### config.mk
export PLATFORM = sky130hd
export DESIGN_NAME = tamper_guard
export DESIGN_NICKNAME = d
export VERILOG_FILES = /design/src/rtl/tg_pkg.sv /design/src/rtl/tg_region.sv /design/src/rtl/tg_policy.sv /design/src/rtl/tg_iface_regs.sv /design/src/rtl/tg_tamper.sv /design/src/rtl/tamper_guard.sv
export SDC_FILE = /design/constraint.sdc
export NUM_CORES = 1
export LEC_CHECK = 0
export ABC_AREA = 0
export BUFFER_PORTS_ARGS = -buffer_cell sky130_fd_sc_hd__buf_2
export CAP_MARGIN = 10
export CORE_ASPECT_RATIO = 0.7
export CORE_MARGIN = 2
export CORE_UTILIZATION = 32
export CTS_CLUSTER_SIZE = 24
export DETAILED_ROUTE_END_ITERATION = 12
export GPL_TIMING_DRIVEN = 0
export HOLD_SLACK_MARGIN = 0.15
export PLACE_DENSITY = 0.6
export REMOVE_ABC_BUFFERS = 1
export SYNTH_ARGS = -nofsm -noshare
export SYNTH_HDL_FRONTEND = slang
export SYNTH_SLANG_ARGS = --single-unit
### constraint.sdc
create_clock -name clk -period 5.94 [get_ports clk]
set_clock_uncertainty 0.05 [all_clocks]
set_input_delay 1.485 -clock clk [delete_from_list [all_inputs] [get_ports clk]]
set_output_delay 1.485 -clock clk [all_outputs]
set_load 0.02 [all_outputs]
### src/rtl/tg_pkg.sv
package tg_pkg;

    typedef enum logic [2:0] {
        K_LOAD     = 3'd0,
        K_STORE    = 3'd1,
        K_PORT_IN  = 3'd2,
        K_PORT_OUT = 3'd3,
        K_BRANCH   = 3'd4,
        K_CALL     = 3'd5,
        K_RETURN   = 3'd6,
        K_RSVD     = 3'd7
    } acc_kind_e;

    typedef enum logic [1:0] {
        RGN_GP = 2'd0,
        RGN_BC = 2'd1,
        RGN_IO = 2'd2
    } region_e;

    typedef enum logic [1:0] {
        MON_ARMED  = 2'd0,
        MON_ALERT  = 2'd1,
        MON_LOCKED = 2'd2
    } mon_state_e;

    // border slots: 0 transfer, 1 compare A, 2 compare B
    localparam int unsigned SLOTS = 3;

endpackage

### src/rtl/tg_region.sv
module tg_region
    import tg_pkg::*;
#(
    parameter int unsigned       ADDR_W  = 16,
    parameter logic [ADDR_W-1:0] BC_BASE = 16'h8000,
    parameter logic [ADDR_W-1:0] IO_BASE = 16'h8010
) (
    input  logic [ADDR_W-1:0] addr,
    output region_e           rgn,
    output logic [SLOTS-1:0]  slot_sel
);

    always_comb begin
        if (addr < BC_BASE)      rgn = RGN_GP;
        else if (addr < IO_BASE) rgn = RGN_BC;
        else                     rgn = RGN_IO;
    end

    for (genvar k = 0; k < SLOTS; k++) begin : g_slot
        assign slot_sel[k] = (addr == BC_BASE + ADDR_W'(k));
    end

endmodule

### src/rtl/tg_policy.sv
module tg_policy
    import tg_pkg::*;
(
    input  acc_kind_e kind,
    input  region_e   rgn,
    output logic      legal
);

    always_comb begin
        unique case (kind)
            K_LOAD, K_STORE:                  legal = (rgn != RGN_IO);
            K_PORT_IN, K_PORT_OUT, K_BRANCH:  legal = (rgn != RGN_GP);
            K_CALL, K_RETURN:                 legal = 1'b1;
            default:                          legal = 1'b0;
        endcase
    end

endmodule

### src/rtl/tg_iface_regs.sv
module tg_iface_regs
    import tg_pkg::*;
#(
    parameter int unsigned DATA_W = 32
) (
    input  logic              clk,
    input  logic              rst_n,
    input  logic              wr_en,
    input  acc_kind_e         kind,
    input  region_e           rgn,
    input  logic [SLOTS-1:0]  slot_sel,
    input  logic [DATA_W-1:0] wdata,
    output logic [DATA_W-1:0] slot_rd,
    output logic [DATA_W-1:0] xfer_q,
    output logic [DATA_W-1:0] cmpa_q,
    output logic [DATA_W-1:0] cmpb_q,
    output logic [DATA_W-1:0] link_q
);

    logic [DATA_W-1:0] slot_q [SLOTS];
    logic [DATA_W-1:0] rd_part [SLOTS];

    // read mux: one-hot select ORed together
    for (genvar k = 0; k < SLOTS; k++) begin : g_rd
        if (k == 0) begin : g_first
            assign rd_part[k] = slot_sel[k] ? slot_q[k] : '0;
        end else begin : g_rest
            assign rd_part[k] = rd_part[k-1] | (slot_sel[k] ? slot_q[k] : '0);
        end
    end
    assign slot_rd = rd_part[SLOTS-1];

    for (genvar k = 0; k < SLOTS; k++) begin : g_reg
        logic              wr_k;
        logic [DATA_W-1:0] nxt_k;
        always_comb begin
            wr_k  = 1'b0;
            nxt_k = slot_q[k];
            if (wr_en) begin
                unique case (kind)
                    K_STORE: begin
                        wr_k  = slot_sel[k];
                        nxt_k = wdata;
                    end
                    K_PORT_OUT: begin
                        wr_k  = slot_sel[k];
                        nxt_k = slot_q[0];
                    end
                    K_PORT_IN: begin
                        wr_k  = (k == 0);
                        nxt_k = (rgn == RGN_BC) ? slot_rd : wdata;
                    end
                    default: begin
                        wr_k  = 1'b0;
                        nxt_k = slot_q[k];
                    end
                endcase
            end
        end
        always_ff @(posedge clk or negedge rst_n) begin
            if (!rst_n)    slot_q[k] <= '0;
            else if (wr_k) slot_q[k] <= nxt_k;
        end
    end

    always_ff @(posedge clk or negedge rst_n) begin
        if (!rst_n)                         link_q <= '0;
        else if (wr_en && kind == K_CALL)   link_q <= wdata;
    end

    assign xfer_q = slot_q[0];
    assign cmpa_q = slot_q[1];
    assign cmpb_q = slot_q[2];

endmodule

### src/rtl/tg_tamper.sv
module tg_tamper
    import tg_pkg::*;
#(
    parameter int unsigned TRAP_LIMIT = 3
) (
    input  logic clk,
    input  logic rst_n,
    input  logic hit,
    output logic locked
);

    localparam int unsigned CNT_W = $clog2(TRAP_LIMIT + 1);
    localparam logic [CNT_W-1:0] LIMIT_C = CNT_W'(TRAP_LIMIT);

    mon_state_e       state_q, state_d;
    logic [CNT_W-1:0] cnt_q;
    logic [CNT_W-1:0] cnt_inc;
    logic             reach;

    assign cnt_inc = cnt_q + CNT_W'(1);
    assign reach   = (cnt_inc >= LIMIT_C);

    // state register
    always_ff @(posedge clk or negedge rst_n) begin
        if (!rst_n) state_q <= MON_ARMED;
        else        state_q <= state_d;
    end

    always_ff @(posedge clk or negedge rst_n) begin
        if (!rst_n)                            cnt_q <= '0;
        else if (hit && state_q != MON_LOCKED) cnt_q <= cnt_inc;
    end

    // transitions
    always_comb begin
        state_d = state_q;
        unique case (state_q)
            MON_ARMED:  if (hit) state_d = reach ? MON_LOCKED : MON_ALERT;
            MON_ALERT:  if (hit && reach) state_d = MON_LOCKED;
            MON_LOCKED: state_d = MON_LOCKED;
            default:    state_d = MON_LOCKED;
        endcase
    end

    // outputs
    always_comb begin
        unique case (state_q)
            MON_ARMED, MON_ALERT: locked = 1'b0;
            default:              locked = 1'b1;
        endcase
    end

endmodule

### src/rtl/tamper_guard.sv
module tamper_guard
    import tg_pkg::*;
#(
    parameter int unsigned       ADDR_W     = 16,
    parameter int unsigned       DATA_W     = 32,
    parameter logic [ADDR_W-1:0] BC_BASE    = 16'h8000,
    parameter logic [ADDR_W-1:0] IO_BASE    = 16'h8010,
    parameter int unsigned       TRAP_LIMIT = 3
) (
    input  logic              clk,
    input  logic              rst_n,
    input  logic              acc_valid,
    input  logic [2:0]        acc_kind,
    input  logic [ADDR_W-1:0] acc_addr,
    input  logic [DATA_W-1:0] acc_wdata,
    input  logic              dec_trap,
    output logic              acc_allow,
    output logic              acc_deny,
    output logic [DATA_W-1:0] acc_rdata,
    output logic [DATA_W-1:0] ret_addr,
    output logic [DATA_W-1:0] xfer_reg,
    output logic [DATA_W-1:0] cmp_a_reg,
    output logic [DATA_W-1:0] cmp_b_reg,
    output logic              cmp_equal,
    output logic              disabled
);

    acc_kind_e         kind;
    region_e           rgn;
    logic [SLOTS-1:0]  slot_sel;
    logic              legal;
    logic              locked;
    logic [DATA_W-1:0] slot_rd;
    logic [DATA_W-1:0] link_q;

    assign kind = acc_kind_e'(acc_kind);

    tg_region #(
        .ADDR_W (ADDR_W),
        .BC_BASE(BC_BASE),
        .IO_BASE(IO_BASE)
    ) u_region (
        .addr    (acc_addr),
        .rgn     (rgn),
        .slot_sel(slot_sel)
    );

    tg_policy u_policy (
        .kind (kind),
        .rgn  (rgn),
        .legal(legal)
    );

    assign acc_allow = acc_valid && legal && !locked;
    assign acc_deny  = acc_valid && !acc_allow;

    tg_iface_regs #(
        .DATA_W(DATA_W)
    ) u_regs (
        .clk     (clk),
        .rst_n   (rst_n),
        .wr_en   (acc_allow),
        .kind    (kind),
        .rgn     (rgn),
        .slot_sel(slot_sel),
        .wdata   (acc_wdata),
        .slot_rd (slot_rd),
        .xfer_q  (xfer_reg),
        .cmpa_q  (cmp_a_reg),
        .cmpb_q  (cmp_b_reg),
        .link_q  (link_q)
    );

    tg_tamper #(
        .TRAP_LIMIT(TRAP_LIMIT)
    ) u_tamper (
        .clk   (clk),
        .rst_n (rst_n),
        .hit   (acc_deny || dec_trap),
        .locked(locked)
    );

    always_comb begin
        acc_rdata = '0;
        ret_addr  = '0;
        if (acc_allow) begin
            unique case (kind)
                K_LOAD:     acc_rdata = slot_rd;
                K_PORT_OUT: acc_rdata = xfer_reg;
                K_RETURN:   ret_addr  = link_q;
                default:    acc_rdata = '0;
            endcase
        end
    end

    assign cmp_equal = (cmp_a_reg == cmp_b_reg);
    assign disabled  = locked;

endmodule

Word level (Yosys, flattened, before mapping) --
Cells that the tools add are included.
Word-level totals: bits in registers 132, input bits 55, output and inout bits 164, logic and storage cells 74
Operators by class: $add $sub $neg 1, magnitude comparators 3, equal/unequal tests 16, mux-type cells 24, bitwise operators 2, reduce and logical (&&, ||, !) cells 22
Operators by type and width (number):
- two-way mux 32 bit | 7
- one-hot mux 32 bit (2 select lines) | 2
- one-hot mux 32 bit (3 select lines) | 1
- OR 32 bit | 2
- equality test 16 bit, second input constant | 3
- equality test 32 bit | 1
- less-than comparator 16 bit, second input constant | 2
- two-way mux 2 bit | 5
- equality test 3 bit, second input constant | 3
- AND reduction 3 bit | 3
- OR reduction 2 bit | 4
- equality test 3 x 2 -> 1 bit, second input constant | 2
- logical AND 1 bit | 6
- two-way mux 1 bit | 6
- equality test 2 x 1 -> 1 bit, second input constant | 2
- inequality test 2 x 1 -> 1 bit, second input constant | 2
- inequality test 2 bit, second input constant | 2
- one-hot mux 2 bit (2 select lines) | 1
- nonzero test 2 bit | 2
- equality test 3 x 1 -> 1 bit, second input constant | 1
- logical NOT 3 bit | 1
- one-hot mux 1 bit (3 select lines) | 1
- nonzero test 3 bit | 1
- OR reduction 3 bit | 1
- 7 further kinds | 7

Depth between registers and ports, before layout --
word-level depth 13, depth in mapped cells 8, mapped depth without buffers 5

Hierarchy --
Synthesis repeated with hierarchy kept, for this count alone.
Second synthesis, totals: cell total of the unflattened synthesis 886, area, all modules 7942.6 sq um
Modules (own cells, without submodules):
- tg_iface_regs | instances 1, cells an instance 690, area each 6466.2 sq um, seq. area each 3203.1 sq um
- tamper_guard | instances 1, cells an instance 161, area each 1141.1 sq um, seq. area each 0.0 sq um
- tg_tamper | instances 1, cells an instance 17, area each 180.2 sq um, seq. area each 100.1 sq um
- tg_region | instances 1, cells an instance 12, area each 116.4 sq um, seq. area each 0.0 sq um
- tg_policy | instances 1, cells an instance 6, area each 38.8 sq um, seq. area each 0.0 sq um

Least setup slack after synthesis --
Ideal clock, no wire load.
path type input-to-output, from in acc_addr[8], to out acc_rdata[22], arrival 3.195 ns, required time 4.405 ns, path slack 1.210 ns, cell stages on the path 7, cells stage by stage nor4_1 > and3_1 > nor2_1 > or3_1 > clkbuf_1 > clkbuf_1 > nor2_1
Between the ends: word-level cells in the longest chain between the ends 8
RTL lines:
- start: declaration | RTL line tamper_guard.sv:14 | input logic [ADDR_W-1:0] acc_addr,
- less-than comparator 16 bit | RTL line tg_region.sv:15 | else if (addr < IO_BASE) rgn = RGN_BC;
- two-way mux 2 bit | RTL line tg_region.sv:15
- two-way mux 2 bit | RTL line tg_region.sv:14 | if (addr < BC_BASE) rgn = RGN_GP;
- inequality test 2 bit / nonzero test 2 bit (equally long branches) | RTL line tg_policy.sv:11, tg_policy.sv:12
- one-hot mux 1 bit (3 select lines) | RTL line tg_policy.sv:10 | unique case (kind)
- logical AND 1 bit (2 in a row) | RTL line tamper_guard.sv:54 | assign acc_allow = acc_valid && legal && !locked;
- two-way mux 32 bit (*) | RTL line tamper_guard.sv:86 | if (acc_allow) begin
- end: declaration | RTL line tamper_guard.sv:19 | output logic [DATA_W-1:0] acc_rdata,
Mark *: on every way between the ends. The rest lies on a longest branch, timed or not.

Final worst setup path --
from in acc_addr[8], to out acc_rdata[27]
The elaborated chain is that of the path after synthesis.

==> impl_metrics.toml <==
[worst_setup_path]
cp_data_required_time_ps = 4410
crit_path_end_kind = "primary output"
crit_type = "input pin to primary output"
cp_max_fo = 9
arrival_ps = 3940
cp-start-kind = "input pin"

[detailed_routing]
highest_layer = "met5"
wl_met1_mm = 11.3
dr_wl_met3_mm = 2.05
vias = 6294
dr.pass1.iters = 5
wirelength_mm = 24.4
avgViaCountPerCell = 5.18
wire_per_inst_um = 20.0
wl_met2_mm = 10.7
route.detailed.drc = 0
ant_nets = 0
drt_iter0_drc = 323

[layout]
final_layout_size_suffix_gt1_frac = 0.510
nets = 941
diodes = 0
fillers = 2298
syn_to_final_growth_pct = 28.1

[yosys]
async_flop_share = 1.00
synth_top_flop_cell = "dfrtp_1"
ys_ff_latch = 132
synth_warnings = 0
synth.avg_cell_area_sq_um = 11.3
synth-edff-count = 0
ys_seq_area_frac = 0.428
syn_area_sq_um = 7710
ys_types = 41
synthCells = 684

[global_routing]
antenna_found_initial = 1
grt_max_degree = 68
overflow = 0
grt_pass1_vias = 6081
grt_pass1_wl_mm = 36.8
track_usage = 0.192

[power_and_ir_drop]
irDropWorstVdd_mv = 0.182
finalPower_w = 0.00258
p_per_area_nw_per_um2 = 261
leakage_nw = 5.07

[timing]
setup_violations = 0
fmax_mhz = 183
fin_crit_sh = 0.922
slew_viol_final = 0
fin_crit_ps = 5470
hold_ws_ps = 427
slew-limit-headroom = 0.342
max_slew.worst_pin.slew_ps = 979
rsz0062_at_grt = "false"
hold_viol = 0

[clock_network]
cts.sink_count = 132
cts_buffers = 17
clkLatencyLatePin_ps = 430
cts-root-buf = "clkbuf_16"
cts_setup_buffers = 0
cts_tree = "done"
ctsHoldBuffers = 0
clk_path_buf_depth = 2
cts.htree.levels = 4
ctsResizeCount = 0
path_clk_slew_ps = 60

[placed_design]
place.gp.congestion = 0.719
dp_hpwl_mm = 16.9
port_buffers = 218

[worst_hold_path]
hold_class = "flop to flop"

[floorplan]
ios = 219
die_area_sq_um = 25400
start_util = 0.326
die_w_um = 190
row_count = 47
core-area_sq_um = 23600
die_h_um = 134

[job]
cap_violations = 0

[status]
run_status = "complete, no violations"
## synthesized netlist by cell type, drive strengths merged, types with 21 or more instances
library cell,count,area share
nand2,21,0.010
dfrtp,132,0.43
xor2,32,0.036
a21oi,24,0.016
or2,21,0.017
and2,33,0.027
clkbuf,34,0.017
mux2i,33,0.043
a22oi,32,0.031
o22a,32,0.036
nor2,48,0.023
mux2,160,0.23
## routing by layer
layer | track usage | vias up
met3 | 0.0649 | 28
met4 | 0.0487 | 2
met5 | 0 | -
li1 | - | 2873
met2 | 0.288 | 245
met1 | 0.265 | 3146
## flip-flops by register name (all words and copies together), names as in the netlist
register,flops
u_regs.link_q,32
u_tamper.state_q,2
u_tamper.cnt_q,2
u_regs.cmpb_q,32
u_regs.xfer_q,32
u_regs.cmpa_q,32
## kinds of logic after synthesis
logic type	count (synthesis)	share of synthesized area
compound gates	108	0.104
fa+ha+maj	1	0.00162
flops	132	0.428
simple gates	158	0.113
xor+xnor	33	0.0375
mux	193	0.276
buf+inv	59	0.0386
## through the flow
stage	setup TNS (ps)	util	setup WS [ps]	instances	area (sq um)
CTS	0	0.417	566	1215	9860
floorplan	-13820	-	-437	631	7440
finish	0	0.418	466	1216	9880
global placement	-140020	0.378	-3750	1167	8930
detailed placement	0	0.390	588	1183	9220
global route	0	0.418	384	1216	9880
## path summary, 6_finish.rpt
| kind | startpoint | slack [ps] | endpoint | cells after the start |
|---|---|---|---|---|
| worst max-delay path | acc_addr[8] | 470 | acc_rdata[27] | 9 |
| worst min-delay path | u_tamper.cnt_q[0]$_DFFE_PN0P_ | 430 | u_tamper.cnt_q[0]$_DFFE_PN0P_ | 1 |
| worst max register to register | u_tamper.state_q[1]$_DFFE_PN0P_ | 3140 | u_regs.cmpa_q[4]$_DFFE_PN0P_ | 5 |
| worst min register to register | u_tamper.cnt_q[0]$_DFFE_PN0P_ | 430 | u_tamper.cnt_q[0]$_DFFE_PN0P_ | 1 |
| max in group asynchronous | rst_n | 4090 | u_regs.cmpa_q[13]$_DFFE_PN0P_ | 2 |
| min in group asynchronous | rst_n | 1000 | u_regs.link_q[0]$_DFFE_PN0P_ | 1 |
## layout by cell type (no fill, tap or decap), drive strengths merged, types with 3 or more instances in the layout
cell type / synthesis / routed
a22oi: 32 / 32
dfrtp: 132 / 132
nor4: 15 / 15
nor4b: 3 / 3
nor2b: 4 / 4
clkbuf: 34 / 20
bufinv: 0 / 4
and3: 3 / 3
mux2: 160 / 160
clkinvlp: 0 / 5
or2: 21 / 21
mux2i: 33 / 33
and2: 33 / 33
o22a: 32 / 32
nor2: 48 / 48
a2bb2oi: 12 / 12
inv: 6 / 7
xor2: 32 / 32
buf: 19 / 235
nand2: 21 / 21
a21oi: 24 / 24
## power breakdown
| group | total (W) | switching, W | internal, W |
|---|---|---|---|
| clock network | 0.00116 | 0.000421 | 0.000735 |
| registers | 0.00107 | 0.0000716 | 0.000998 |
| logic | 0.000352 | 0.000185 | 0.000167 |
## area by class of cell
class	instances	area [sq um]	share of cell area
Tap cell	318	398	0.0403
Inverter	6	22.5	0.00228
Clock buffer	20	467	0.0472
Multi-Input combinational cell	493	4160	0.421
Timing Repair Buffer	235	1360	0.137
Sequential cell	132	3300	0.334
Clock inverter	12	176	0.0179
## critical path, stage by stage
cell     delay (ps)
buf_2           100
nor4_1          450
nand3_1         270
nor4_2          690
buf_4           320
buf_4           210
a22oi_1          80
nor2_1          140
buf_2           190
No activity file was read; power rests on OpenSTA's default activity.
